$ cat config.mk
export PLATFORM = sky130hd
export DESIGN_NAME = rx_da_filter
export DESIGN_NICKNAME = d
export VERILOG_FILES = /design/src/rtl/rx_da_pkg.sv /design/src/rtl/rx_da_capture.sv /design/src/rtl/rx_da_crc.sv /design/src/rtl/rx_da_decide.sv /design/src/rtl/rx_da_filter.sv
export SDC_FILE = /design/constraint.sdc
export NUM_CORES = 1
export LEC_CHECK = 0
export ABC_AREA = 1
export BUFFER_PORTS_ARGS = -buffer_cell sky130_fd_sc_hd__buf_4
export CAP_MARGIN = 40
export CORE_MARGIN = 1
export CORE_UTILIZATION = 30
export DETAILED_ROUTE_END_ITERATION = 8
export MAX_ROUTING_LAYER = met4
export SETUP_SLACK_MARGIN = 0.5
export SLEW_MARGIN = 15
export SYNTH_ARGS = -nofsm -noshare
export SYNTH_HDL_FRONTEND = slang
export SYNTH_SLANG_ARGS = --single-unit
$ cat constraint.sdc
create_clock -name clk_i -period 1.93 [get_ports clk_i]
set_input_delay 0.193 -clock clk_i [delete_from_list [all_inputs] [get_ports clk_i]]
set_output_delay 0.193 -clock clk_i [all_outputs]
set_load 0.03 [all_outputs]
$ cat src/rtl/rx_da_pkg.sv
package rx_da_pkg;
  localparam int unsigned DA_BYTES = 6;
  localparam int unsigned BYTE_W   = 8;
  localparam int unsigned IDX_W    = 6;
  localparam int unsigned CRC_W    = 32;
  localparam logic [CRC_W-1:0] CRC_POLY = 32'h04C11DB7;
  localparam logic [CRC_W-1:0] CRC_SEED = '1;

  // one byte, lsb first, msb-shifting register
  function automatic logic [CRC_W-1:0] crc_step8(input logic [CRC_W-1:0] c,
                                                 input logic [BYTE_W-1:0] d);
    logic [CRC_W-1:0] r;
    r = c;
    for (int i = 0; i < BYTE_W; i++) begin
      if (r[CRC_W-1] ^ d[i]) r = {r[CRC_W-2:0], 1'b0} ^ CRC_POLY;
      else                   r = {r[CRC_W-2:0], 1'b0};
    end
    return r;
  endfunction
endpackage

$ cat src/rtl/rx_da_capture.sv
module rx_da_capture #(
  parameter int unsigned NBYTES = 6,
  parameter int unsigned BW     = 8
) (
  input  logic               clk_i,
  input  logic               rst_ni,
  input  logic               valid_i,
  input  logic               sof_i,
  input  logic               eof_i,
  input  logic [BW-1:0]      data_i,
  output logic               take_o,
  output logic               first_o,
  output logic [NBYTES*BW-1:0] dest_o,
  output logic               full_o,
  output logic               short_o
);
  localparam int unsigned DW    = NBYTES * BW;
  localparam int unsigned CNT_W = $clog2(NBYTES + 1);
  localparam logic [CNT_W-1:0] LAST = CNT_W'(NBYTES);

  logic [CNT_W-1:0] cnt_q, cnt_nxt;
  logic             open_q;
  logic [DW-1:0]    dest_q;
  logic             full_q, short_q;

  assign first_o = valid_i & sof_i;
  assign take_o  = valid_i & (sof_i | open_q);
  assign cnt_nxt = sof_i ? CNT_W'(1) : cnt_q + CNT_W'(1);

  always_ff @(posedge clk_i or negedge rst_ni) begin
    if (!rst_ni) begin
      cnt_q   <= '0;
      open_q  <= 1'b0;
      dest_q  <= '0;
      full_q  <= 1'b0;
      short_q <= 1'b0;
    end else begin
      full_q  <= take_o && (cnt_nxt == LAST);
      short_q <= take_o && eof_i && (cnt_nxt < LAST);
      if (take_o) begin
        cnt_q  <= cnt_nxt;
        dest_q <= {dest_q[DW-BW-1:0], data_i};
        open_q <= !eof_i && (cnt_nxt < LAST);
      end
    end
  end

  assign dest_o  = dest_q;
  assign full_o  = full_q;
  assign short_o = short_q;
endmodule

$ cat src/rtl/rx_da_crc.sv
module rx_da_crc #(
  parameter int unsigned IW = 6
) (
  input  logic          clk_i,
  input  logic          rst_ni,
  input  logic          take_i,
  input  logic          first_i,
  input  logic [7:0]    data_i,
  output logic [IW-1:0] idx_o
);
  import rx_da_pkg::*;

  logic [CRC_W-1:0] crc_q;

  always_ff @(posedge clk_i or negedge rst_ni) begin
    if (!rst_ni)     crc_q <= CRC_SEED;
    else if (take_i) crc_q <= crc_step8(first_i ? CRC_SEED : crc_q, data_i);
  end

  assign idx_o = crc_q[CRC_W-1 -: IW];
endmodule

$ cat src/rtl/rx_da_decide.sv
module rx_da_decide #(
  parameter int unsigned NBYTES = 6,
  parameter int unsigned BW     = 8,
  parameter int unsigned IW     = 6
) (
  input  logic [NBYTES*BW-1:0] dest_i,
  input  logic [NBYTES*BW-1:0] sta_i,
  input  logic [IW-1:0]        idx_i,
  input  logic [(1<<IW)-1:0]   hash_i,
  input  logic                 short_i,
  input  logic                 bcast_dis_i,
  input  logic                 all_ind_i,
  output logic                 miss_o
);
  localparam int unsigned DW = NBYTES * BW;

  logic group_bit;
  assign group_bit = dest_i[DW-BW];  // lsb of first byte

  always_comb begin
    if (short_i)                      miss_o = 1'b1;
    else if (&dest_i)                 miss_o = bcast_dis_i;
    else if (group_bit || all_ind_i)  miss_o = !hash_i[idx_i];
    else                              miss_o = (dest_i != sta_i);
  end
endmodule

$ cat src/rtl/rx_da_filter.sv
module rx_da_filter
  import rx_da_pkg::*;
(
  input  logic        clk_i,
  input  logic        rst_ni,
  input  logic        valid_i,
  input  logic        sof_i,
  input  logic        eof_i,
  input  logic [7:0]  data_i,
  input  logic        bcast_dis_i,
  input  logic        all_ind_i,
  input  logic        promisc_i,
  input  logic [15:0] sta_hi_i,
  input  logic [31:0] sta_lo_i,
  input  logic [31:0] hash_lo_i,
  input  logic [31:0] hash_hi_i,
  output logic        done_o,
  output logic        accept_o,
  output logic        miss_o
);
  localparam int unsigned DW = DA_BYTES * BYTE_W;

  logic          take, first, full, short_f, miss_c;
  logic [DW-1:0] dest;
  logic [IDX_W-1:0] idx;
  logic done_q, acc_q, miss_q;

  rx_da_capture #(.NBYTES(DA_BYTES), .BW(BYTE_W)) u_cap (
    .clk_i, .rst_ni, .valid_i, .sof_i, .eof_i, .data_i,
    .take_o(take), .first_o(first), .dest_o(dest),
    .full_o(full), .short_o(short_f)
  );

  rx_da_crc #(.IW(IDX_W)) u_crc (
    .clk_i, .rst_ni, .take_i(take), .first_i(first), .data_i,
    .idx_o(idx)
  );

  rx_da_decide #(.NBYTES(DA_BYTES), .BW(BYTE_W), .IW(IDX_W)) u_dec (
    .dest_i(dest), .sta_i({sta_hi_i, sta_lo_i}), .idx_i(idx),
    .hash_i({hash_hi_i, hash_lo_i}), .short_i(short_f),
    .bcast_dis_i, .all_ind_i, .miss_o(miss_c)
  );

  // a verdict due this cycle wins over a new start marker
  always_ff @(posedge clk_i or negedge rst_ni) begin
    if (!rst_ni) begin
      done_q <= 1'b0;
      acc_q  <= 1'b0;
      miss_q <= 1'b0;
    end else if (full || short_f) begin
      done_q <= 1'b1;
      miss_q <= miss_c;
      acc_q  <= !miss_c || promisc_i;
    end else if (first) begin
      done_q <= 1'b0;
      acc_q  <= 1'b0;
      miss_q <= 1'b0;
    end
  end

  assign done_o   = done_q;
  assign accept_o = acc_q;
  assign miss_o   = miss_q;
endmodule

==> reports/summary.txt, run 1 <==
Area of the multi-input gates: 3667 um^2
Unrepaired setup endpoints after global routing: yes
Fin. max-slew vios: 0
Root buffer cell: clkbuf_16
Router iterations before antenna repair: 5
Worst setup SP type: register
Seq. cell area: 2267 um^2
Most frequent cell after synthesis: nand2_1
Post-synth ARST share: 100.0%
Synth Cell Area: 5834 um^2
Largest net degree at the start of global routing: 90
Post-synthesis register bit count: 89
Relative slew slack: 67.08%
Vias per inst: 4.600
Io pins: 131
Period minus WS final: 1900 ps
Nets: 1,097
Worst-path clk slew: 70 ps
Starting Density: 30.88%
Synth Warn #: 0
Area Overhead vs Synth: 47.99%
Syn Nets: 914
Synth Instances: 785
Cell Rows: 50
Non-filler instance count after layout: 1,233
Register area share after synthesis: 38.86%
Vias in the first global route: 5,474
Final wirelength: 18,830 um
Clk_lat worst skew: 350 ps
Critical path class: reg -> reg
First-pass GRT wire length: 29,120 um
Ratio of cells with drive above 1 in the final layout: 36.28%
Peak VDD IR: 921.1 uV
Final hold viol count: 0
Achievable clock frequency: 526.4 MHz
Post-synthesis area per instance: 7.432 um^2
Sum of negative setup slack: 0 ps
PnR worst setup slack: 30.45 ps
Max Cap Violations: 0
Post-Layout Inst Area: 8635 um^2
# fillers: 1,839
Post-DP HPWL: 13,340 um
DR WL/cell: 15.27 um
CTS sink count: 89
CTS HTree Levels: 3
Critical Path RT: 2210 ps
Overall power: 14.53 mW
# diodes: 0
Synth top area share: 24.45%
Die Area: 20,010 um^2
Hold_ws: 94.24 ps
Post-synth EDFFs: 0
Synth area leader: dfrtp_1
DR vias: 5,672
Grt ovf: 0
Remaining DRCs: 0
Synth cell types: 35
Period utilization: 98.42%
Leakage: 4.059 nW
Worst Setup End Kind: register
Worst Max-Slew Pin Slew: 493.8 ps
Worst Hold Class: in -> reg
Area contributors post-synth: dfrtp_1 (24%), nand2_1 (16%), dfstp_2 (14%)
Outcome: complete, no violations
DR iter-0 viols: 422
Worst Path Arrival: 2180 ps
CTS tree: built
Pre-CTS setup slack: 14.77 ps
Bufs on Longest Clock Path: 2
Core area: 18,890 um^2
Dpl cells: 1,180
GPL Wtd Cong: 0.9046
Placed Area: 7450 um^2
Clock skew: 9.320 ps
Initial antenna violation count: 0
Main synth FF type: dfrtp_1
Final Util: 45.70%
PD cells: 1683 nW/um^2
Most frequent cells after synthesis: nand2_1 (254), nand3_1 (72), o21ai_0 (70)
Die height: 141.5 um
ANT nets after route: 0
Cts bufs inserted: 9
Input/output buffers: 130
Final setup fails: 0
Total GRT Usage: 19.52%
Crit-path max FO: 4
Die W: 141.5 um
registers in the layout, summed over array words and instances (netlist names):
signal         cells
u_cap.dest_o      48
u_crc.crc_q       32
u_cap.cnt_q        3
accept_o           1
done_o             1
miss_o             1
u_cap.full_o       1
u_cap.open_q       1
u_cap.short_o      1
final cells by class:
cell class	instances	share of cell area, %
clock inverter	7	0.7680
clock buffer	9	2.608
multi-input combinational	600	42.47
sequential	89	26.26
tap	260	3.768
timing repair buffer	203	20.97
inverter	65	3.159
cells by family after synthesis:
logic type | count (synthesis) | synth area share [%]
adder cells (fa/ha/maj) | 1 | 0.2144
flip-flops | 89 | 38.86
AO/OA/AOI/OAI | 99 | 8.728
AND/OR/NAND/NOR | 418 | 30.43
buffers and inverters | 96 | 6.369
XOR/XNOR | 82 | 15.40
where the power goes:
part           internal, mW  leakage (nW)  switching [mW]
sequential             2.95          1.07           0.761
clock                 0.910         0.138           0.842
combinational          4.37          2.86            4.70
cells in the final DEF, fill, tap and decap left out, types with 5 or more instances in the layout:
cell type	count
a21oi_1	5
buf_12	9
buf_4	168
buf_6	19
clkbuf_16	12
dfrtp_1	57
dfstp_2	32
inv_1	53
inv_2	8
nand2_1	238
nand2_2	15
nand2_4	8
nand3_1	49
nand3_2	23
nand4_1	9
nor2_1	56
nor3_1	8
o21ai_0	62
o21ai_1	23
xnor2_1	26
xnor2_2	7
xnor2_4	9
xor2_1	25
xor2_2	8
xor2_4	7
path summary, 6_finish.rpt:
path / from / to / slack (ps) / cells after the start
max: u_crc.crc_q[30]$_DFFE_PN1P_ / u_crc.crc_q[10]$_DFFE_PN1P_ / 30 / 9
min: eof_i / u_cap.short_o$_DFF_PN0_ / 90 / 3
min in group asynchronous: rst_ni / miss_o$_DFFE_PN0P_ / 440 / 3
max in group asynchronous: rst_ni / u_crc.crc_q[2]$_DFFE_PN1P_ / 1100 / 3
min reg2reg: u_crc.crc_q[18]$_DFFE_PN1P_ / u_crc.crc_q[18]$_DFFE_PN1P_ / 470 / 2
max reg2reg: u_crc.crc_q[30]$_DFFE_PN1P_ / u_crc.crc_q[10]$_DFFE_PN1P_ / 30 / 9
layer usage:
layer | GRT usage (%) | routed length, um | part of all wire, % | up-vias
met1 | 25.10 | 8613 | 46 | 2675
met3 | 2.902 | 750 | 4.0 | 21
met5 | - | 0 | 0 | -
li1 | - | - | - | 2845
met4 | 5.546 | 342 | 1.8 | 0
met2 | 31.97 | 9128 | 48 | 131
timing repair:
action,4_1_cts,5_1_grt
pin swaps,38,28
gates resized for setup,50,52
endpoints found under the setup margin,46,68
endpoints found under the hold margin,57,0
buffers inserted,21,11
gates cloned,1,3
hold buffers,1,0
worst max-delay path: stages (launching register included):
cell,delay (ps)
dfstp_2,540
inv_2,50
nand2_4,70
xor2_4,230
buf_4,160
buf_6,100
xnor2_4,160
xor2_1,250
xnor2_1,160
o21ai_1,90
(Power assumes the default switching activity.)
==> run 2: changes to the inputs <==
clock period = 1.7 ns   (was 1.93 ns; I/O delays follow)
==> run 2 against run 1 <==
  * The flow now finishes with violations (negative setup slack)
  * Non-clock buffer count grew 53
  * Clock skew is essentially flat
  * Utilization grew 8.0 points
  * Die area is the same
  * Register-to-register slack lost 290 ps
  * Sequential cell count is the same
  * Combinational power grew 39%
  * Maximum frequency shrank 3.0%
  * Critical path type unchanged
  * Highest routed layer unchanged
==> reports/summary.txt, run 2 (synthesis gave the netlist of run 1 again) <==
Bufs on Longest Clock Path: 2 (unchanged)
Period minus WS final: 1958 ps (was 1900 ps)
Period utilization: 115.2% (was 98.42%)
Final wirelength: 22,600 um (was 18,830 um)
Outcome: finished, violations left (was complete, no violations)
Input/output buffers: 130 (unchanged)
CTS sink count: 89 (unchanged)
Die W: 141.5 um (unchanged)
Unrepaired setup endpoints after global routing: yes (unchanged)
CTS tree: built (unchanged)
Ratio of cells with drive above 1 in the final layout: 52.05% (was 36.28%)
Cts bufs inserted: 9 (unchanged)
Worst Hold Class: in -> reg (unchanged)
Commonest cells after routing, fill and taps aside: buf_4 (182), nand2_1 (166), nand2_2 (57), dfrtp_1 (57), nor2_1 (53) (was nand2_1 (238), buf_4 (168), o21ai_0 (62))
Switch Pwr: 8.363 mW (was 6.303 mW)
Vias in the first global route: 6,109 (was 5,474)
Worst Path Arrival: 2250 ps (was 2180 ps)
Sw Share: 43.96% (was 43.37%)
Clk network pwr share: 10.8% (was 12.1%)
Delay of the slowest cell on the worst path: 560 ps (was 540 ps)
Clk_lat worst skew: 360 ps (was 350 ps)
ANT nets after route: 0 (unchanged)
Initial antenna violation count: 0 (unchanged)
Nets: 1,150 (was 1,097)
Crit-path max FO: 4 (unchanged)
Post-DP HPWL: 13,730 um (was 13,340 um)
Total GRT Usage: 22.07% (was 19.52%)
Pre-CTS setup slack: -246.1 ps (was 14.77 ps)
Final hold viol count: 0 (unchanged)
Leakage: 4.812 nW (was 4.059 nW)
Io pins: 131 (unchanged)
Remaining DRCs: 0 (unchanged)
Final setup fails: 27 (was 0)
Largest net degree at the start of global routing: 37 (was 90)
Violated checks: negative setup slack
Core area: 18,890 um^2 (unchanged)
GPL Wtd Cong: 0.8989 (was 0.9046)
CTS HTree Levels: 3 (unchanged)
Grt ovf: 0 (unchanged)
Fin. max-slew vios: 0 (unchanged)
Worst Setup End Kind: register (unchanged)
Clock skew: 9.150 ps (was 9.320 ps)
# diodes: 0 (unchanged)
Peak VDD IR: 728.8 uV (was 921.1 uV)
Starting Density: 30.88% (unchanged)
Area Overhead vs Synth: 73.79% (was 47.99%)
Router iterations before antenna repair: 5 (unchanged)
Relative slew slack: 64.52% (was 67.08%)
Buf+Inv Stages, Crit Path: 3 (unchanged)
Worst path top cell family by delay: XOR/XNOR gates (unchanged)
Combinational Power Share: 66.1% (was 62.4%)
DR iter-0 viols: 392 (was 422)
PD cells: 1876 nW/um^2 (was 1683 nW/um^2)
Max Cap Violations: 0 (unchanged)
Critical Path RT: 1990 ps (was 2210 ps)
Sum of negative setup slack: -3595 ps (was 0 ps)
Worst-path clk slew: 80 ps (was 70 ps)
First-pass GRT wire length: 32,660 um (was 29,120 um)
Power Internal: 10.66 mW (was 8.230 mW)
Commonest non-fill, non-tap cell in the layout: buf_4 (was nand2_1)
Achievable clock frequency: 510.8 MHz (was 526.4 MHz)
Die height: 141.5 um (unchanged)
Worst path slowest cell: dfstp_2 (unchanged)
Largest register FFs: 48 (unchanged)
Worst Max-Slew Pin Slew: 532.2 ps (was 493.8 ps)
Cell Rows: 50 (unchanged)
DR WL/cell: 17.58 um (was 15.27 um)
PnR worst setup slack: -257.9 ps (was 30.45 ps)
DR vias: 6,186 (was 5,672)
Worst setup SP type: register (unchanged)
Vias per inst: 4.810 (was 4.600)
Sequential Power Share: 23.1% (was 25.6%)
Critical path class: reg -> reg (unchanged)
Die Area: 20,010 um^2 (unchanged)
Root buffer cell: clkbuf_16 (unchanged)
Cells along the critical path: inv_4, nand2_4, xor2_4, buf_12, buf_8, xnor2_4, xor2_1, xnor2_2, o21ai_1 (was inv_2, nand2_4, xor2_4, buf_4, buf_6, xnor2_4, xor2_1, xnor2_1, o21ai_1)
[run 2: metrics by stage]
| stage | instances | power (mW) | hold WS [ps] | instance area (um^2) | utilization (%) |
|---|---|---|---|---|---|
| finish | 1286 | 19.03 | 73.34 | 10140 | 53.67 |
| global route | 1286 | 20.22 | 83.55 | 10140 | 53.67 |
| detailed placement | 1203 | 12.43 | 192.8 | 7635 | 40.41 |
| global placement | 1203 | 12.36 | 193.6 | 7635 | 40.41 |
| CTS | 1256 | 16.49 | 68.83 | 9050 | 47.90 |
| floorplan | 785 | 9.805 | -125.6 | 6013 | - |
[run 2: cell type report]
class,count,area [um^2]
clock buffer,9,225.2
sequential,89,2267
fill,1683,8753
timing repair buffer,256,2754
clock inverter,7,71.32
tap,260,325.3
multi-input combinational,600,4215
inverter,65,281.5
[run 2: routing by layer]
| layer | wire length (um) | GRT usage [%] | part of all wire [%] |
|---|---|---|---|
| met1 | 9361 | 27.17 | 41 |
| met2 | 11610 | 36.24 | 51 |
| met3 | 1067 | 4.084 | 4.7 |
| met4 | 565 | 7.923 | 2.5 |
| met5 | 0 | - | 0 |
[run 2: path summary, 6_finish.rpt]
check / cells past startpoint / slack [ps] / start / endpoint
worst max-delay path: 9 / -260 / u_crc.crc_q[30]$_DFFE_PN1P_ / u_crc.crc_q[10]$_DFFE_PN1P_
worst min-delay path: 3 / 70 / eof_i / u_cap.short_o$_DFF_PN0_
worst max register to register: 9 / -260 / u_crc.crc_q[30]$_DFFE_PN1P_ / u_crc.crc_q[10]$_DFFE_PN1P_
worst min register to register: 2 / 470 / u_crc.crc_q[13]$_DFFE_PN1P_ / u_crc.crc_q[13]$_DFFE_PN1P_
max in group asynchronous: 3 / 760 / rst_ni / u_crc.crc_q[27]$_DFFE_PN1P_
min in group asynchronous: 2 / 330 / rst_ni / u_cap.full_o$_DFF_PN0_
[run 2: power by group through the flow]
stage	logic [mW]	registers (mW)	clock network, mW
final	12.6	4.40	2.05
after CTS	10.2	4.25	2.07
after global routing	13.6	4.49	2.16
after global placement	8.16	4.20	0
after floorplan	5.83	3.98	0
after detailed placement	8.22	4.21	0
[run 2: worst register-to-register path: stages, from the launching register on]
cell and delay [ps]:
dfstp_2 560, inv_4 50, nand2_4 80, xor2_4 250, buf_12 150, buf_8 100, xnor2_4 150, xor2_1 320
xnor2_2 110, o21ai_1 120
[run 2: what timing repair did]
action / CTS / global route
resized for setup: 166 / 172
endpoints found under the hold margin: 7 / 0
cloned: 14 / 6
buffers inserted: 22 / 24
hold buffers: 1 / 0
setup endpoints to repair: 80 / 88
pin swaps: 29 / 71
==> run 3: changes to the inputs <==
CORE_UTILIZATION = 50   (was 30)
PLACE_DENSITY = 0.78   (was not set)
==> run 3 against run 2 <==
  * Final area hardly changed
  * Final cell count shrank 8.5%
  * Hold slack worse by 16 ps
  * Non-clock buffer count grew 5
  * The flow finishes with violations (design-rule violations, negative setup slack)
  * Global-route usage increased by 16 points
  * Via count up 25%
  * Critical path type unchanged
  * Largest cell class unchanged
  * Sequential share of layout area about the same
  * Highest routed layer unchanged
  * Largest power group unchanged
  * Clock-buffer cell count increased by 1
  * Sequential cell count is the same
  * Critical endpoint is now accept_o$_DFFE_PN0P_
  * Routed wire length up 37%
==> reports/summary.txt, run 3 (synthesis gave the netlist of run 1 again) <==
Leakage: 4.886 nW (was 4.812 nW)
Core area: 11,420 um^2 (was 18,890 um^2)
Initial antenna violation count: 2 (was 0)
Max Cap Violations: 0 (unchanged)
Sw Share: 46.92% (was 43.96%)
Starting Density: 51.10% (was 30.88%)
Critical Path RT: 1950 ps (was 1990 ps)
Commonest cells after routing, fill and taps aside: buf_4 (175), nand2_1 (171), dfrtp_1 (55) (was buf_4 (182), nand2_1 (166), nand2_2 (57), dfrtp_1 (57), nor2_1 (53))
Clock skew: 15.43 ps (was 9.150 ps)
Period utilization: 147.7% (was 115.2%)
Final wirelength: 30,960 um (was 22,600 um)
Dpl cells: 1,081 (was 1,203)
Die Area: 12,100 um^2 (was 20,010 um^2)
PD cells: 2076 nW/um^2 (was 1876 nW/um^2)
Total GRT Usage: 38.41% (was 22.07%)
Area Overhead vs Synth: 73.66% (was 73.79%)
Cts bufs inserted: 9 (unchanged)
CTS tree: built (unchanged)
Commonest non-fill, non-tap cell in the layout: buf_4 (unchanged)
Final hold viol count: 0 (unchanged)
Worst Path Arrival: 2760 ps (was 2250 ps)
Worst Hold Class: in -> reg (unchanged)
GPL Wtd Cong: 0.9361 (was 0.8989)
Root buffer cell: clkbuf_16 (unchanged)
Critical path class: reg -> reg (unchanged)
DR WL/cell: 26.30 um (was 17.58 um)
Power Internal: 11.17 mW (was 10.66 mW)
Input/output buffers: 130 (unchanged)
Switch Pwr: 9.871 mW (was 8.363 mW)
ANT nets after route: 0 (unchanged)
Unrepaired setup endpoints after global routing: yes (unchanged)
Ratio of cells with drive above 1 in the final layout: 51.74% (was 52.05%)
Period minus WS final: 2510 ps (was 1958 ps)
Nets: 1,156 (was 1,150)
Die height: 110.0 um (was 141.5 um)
Peak VDD IR: 1463 uV (was 728.8 uV)
Remaining DRCs: 24 (was 0)
Die W: 110.0 um (was 141.5 um)
Bufs on Longest Clock Path: 2 (unchanged)
Worst Setup End Kind: register (unchanged)
Worst setup SP type: register (unchanged)
Sequential Power Share: 22.2% (was 23.1%)
Hold_ws: 57.13 ps (was 73.34 ps)
# fillers: 448 (was 1,683)
First-pass GRT wire length: 33,320 um (was 32,660 um)
Area of the multi-input gates: 4272 um^2 (was 4215 um^2)
Cell Rows: 39 (was 50)
Register-to-Register Path Depth: 11 (was 9)
Router iterations before antenna repair: 9 (was 5)
Post-DP HPWL: 12,220 um (was 13,730 um)
Largest net degree at the start of global routing: 40 (was 37)
Seq. cell area: 2270 um^2 (was 2267 um^2)
DR vias: 7,756 (was 6,186)
DR iter-0 viols: 1,290 (was 392)
Largest register FFs: 48 (unchanged)
Vias in the first global route: 6,596 (was 6,109)
Io pins: 131 (unchanged)
Achievable clock frequency: 398.4 MHz (was 510.8 MHz)
Relative slew slack: 47.02% (was 64.52%)
Crit-path max FO: 4 (unchanged)
CTS HTree Levels: 3 (unchanged)
Fin. max-slew vios: 0 (unchanged)
Min-Delay Path Depth: 3 (unchanged)
Worst-path clk slew: 80 ps (about the same)
Clk network pwr share: 10.9% (was 10.8%)
Worst Max-Slew Pin Slew: 788.7 ps (was 532.2 ps)
Violated checks: design-rule violations, negative setup slack (was negative setup slack)
Outcome: finished, violations left (unchanged)
Vias per inst: 6.590 (was 4.810)
Clk_lat worst skew: 370 ps (was 360 ps)
Grt ovf: 0 (unchanged)
Non-filler instance count after layout: 1,177 (was 1,286)
Final setup fails: 29 (was 27)
Combinational Power Share: 66.9% (was 66.1%)
CTS sink count: 89 (unchanged)
PnR worst setup slack: -810.3 ps (was -257.9 ps)
-- run 3: cell types whose count changed in the layout (fill, tap and decap cells not counted), sizes merged --
cell / before / now
buf: 249 / 254
bufinv: 0 / 2
clkbuf: 14 / 15
diode: 0 / 2
inv: 68 / 66
-- run 3: critical path, cell delays in order (launching register included) --
cell and delay, ps:
dfrtp_1 410, inv_1 140, nor3_1 270, nand2_1 120, nor3_1 620, nand2_1 240
nor2_2 220, a21oi_1 130, nand2_4 100, nand2_1 50, nand2_1 50, nand2_1 40
-- run 3: per-layer routing --
metal / vias to the layer above / share of wire (%) / global-route usage [%]
met5: - / 0 / -
met4: 0 / 11 / 24.10
met3: 356 / 14 / 7.878
met2: 872 / 44 / 62.68
met1: 3542 / 31 / 43.18
li1: 2986 / - / -
-- run 3: cell type report --
| type | instances | area share, % |
|---|---|---|
| Clock inverter | 6 | 0.8768 |
| Multi-Input combinational cell | 600 | 42.16 |
| Tap cell | 143 | 1.766 |
| Inverter | 65 | 2.778 |
| Timing Repair inverter | 1 | 0.1111 |
| Timing Repair Buffer | 261 | 27.50 |
| Sequential cell | 89 | 22.40 |
| Clock buffer | 10 | 2.359 |
| Antenna cell | 2 | 0.04939 |
-- run 3: per-stage QoR --
step	instance area (um^2)	utilization [%]	setup TNS [ps]	setup slack, ps	total power, mW
CTS	8932	78.23	-2320	-165.1	16.44
floorplan	6013	-	-1055	-124.0	9.805
detailed placement	7463	65.36	-2670	-203.1	12.12
global route	10130	88.74	-8612	-662.6	21.77
finish	10130	88.74	-7917	-810.3	21.04
global placement	7463	65.36	-2044	-190.6	11.94
-- run 3: final timing paths --
check | from | endpoint | slack [ps]
setup / recovery | u_cap.dest_o[30]$_DFFE_PN0P_ | accept_o$_DFFE_PN0P_ | -810
hold / removal | eof_i | u_cap.short_o$_DFF_PN0_ | 60
setup reg to reg | u_cap.dest_o[30]$_DFFE_PN0P_ | accept_o$_DFFE_PN0P_ | -810
hold reg to reg | u_crc.crc_q[13]$_DFFE_PN1P_ | u_crc.crc_q[13]$_DFFE_PN1P_ | 470
max in group asynchronous | rst_ni | u_crc.crc_q[21]$_DFFE_PN1P_ | 810
min in group asynchronous | rst_ni | u_cap.dest_o[25]$_DFFE_PN0P_ | 260
-- run 3: power by group through the flow --
| stage | registers [mW] | logic, mW | clock network, mW |
|---|---|---|---|
| after floorplan | 3.98 | 5.83 | 0 |
| after global placement | 4.15 | 7.79 | 0 |
| after detailed placement | 4.18 | 7.94 | 0 |
| after CTS | 4.24 | 9.97 | 2.22 |
| after global routing | 4.69 | 14.7 | 2.40 |
| final | 4.67 | 14.1 | 2.30 |
-- run 3: repair_timing --
action / CTS / global route
gates cloned: 14 / 6
gates resized for setup: 166 / 192
hold buffers: 1 / 0
endpoints found under the setup margin: 82 / 88
endpoints found under the hold margin: 18 / 0
pin swaps: 62 / 72
buffers inserted: 33 / 24
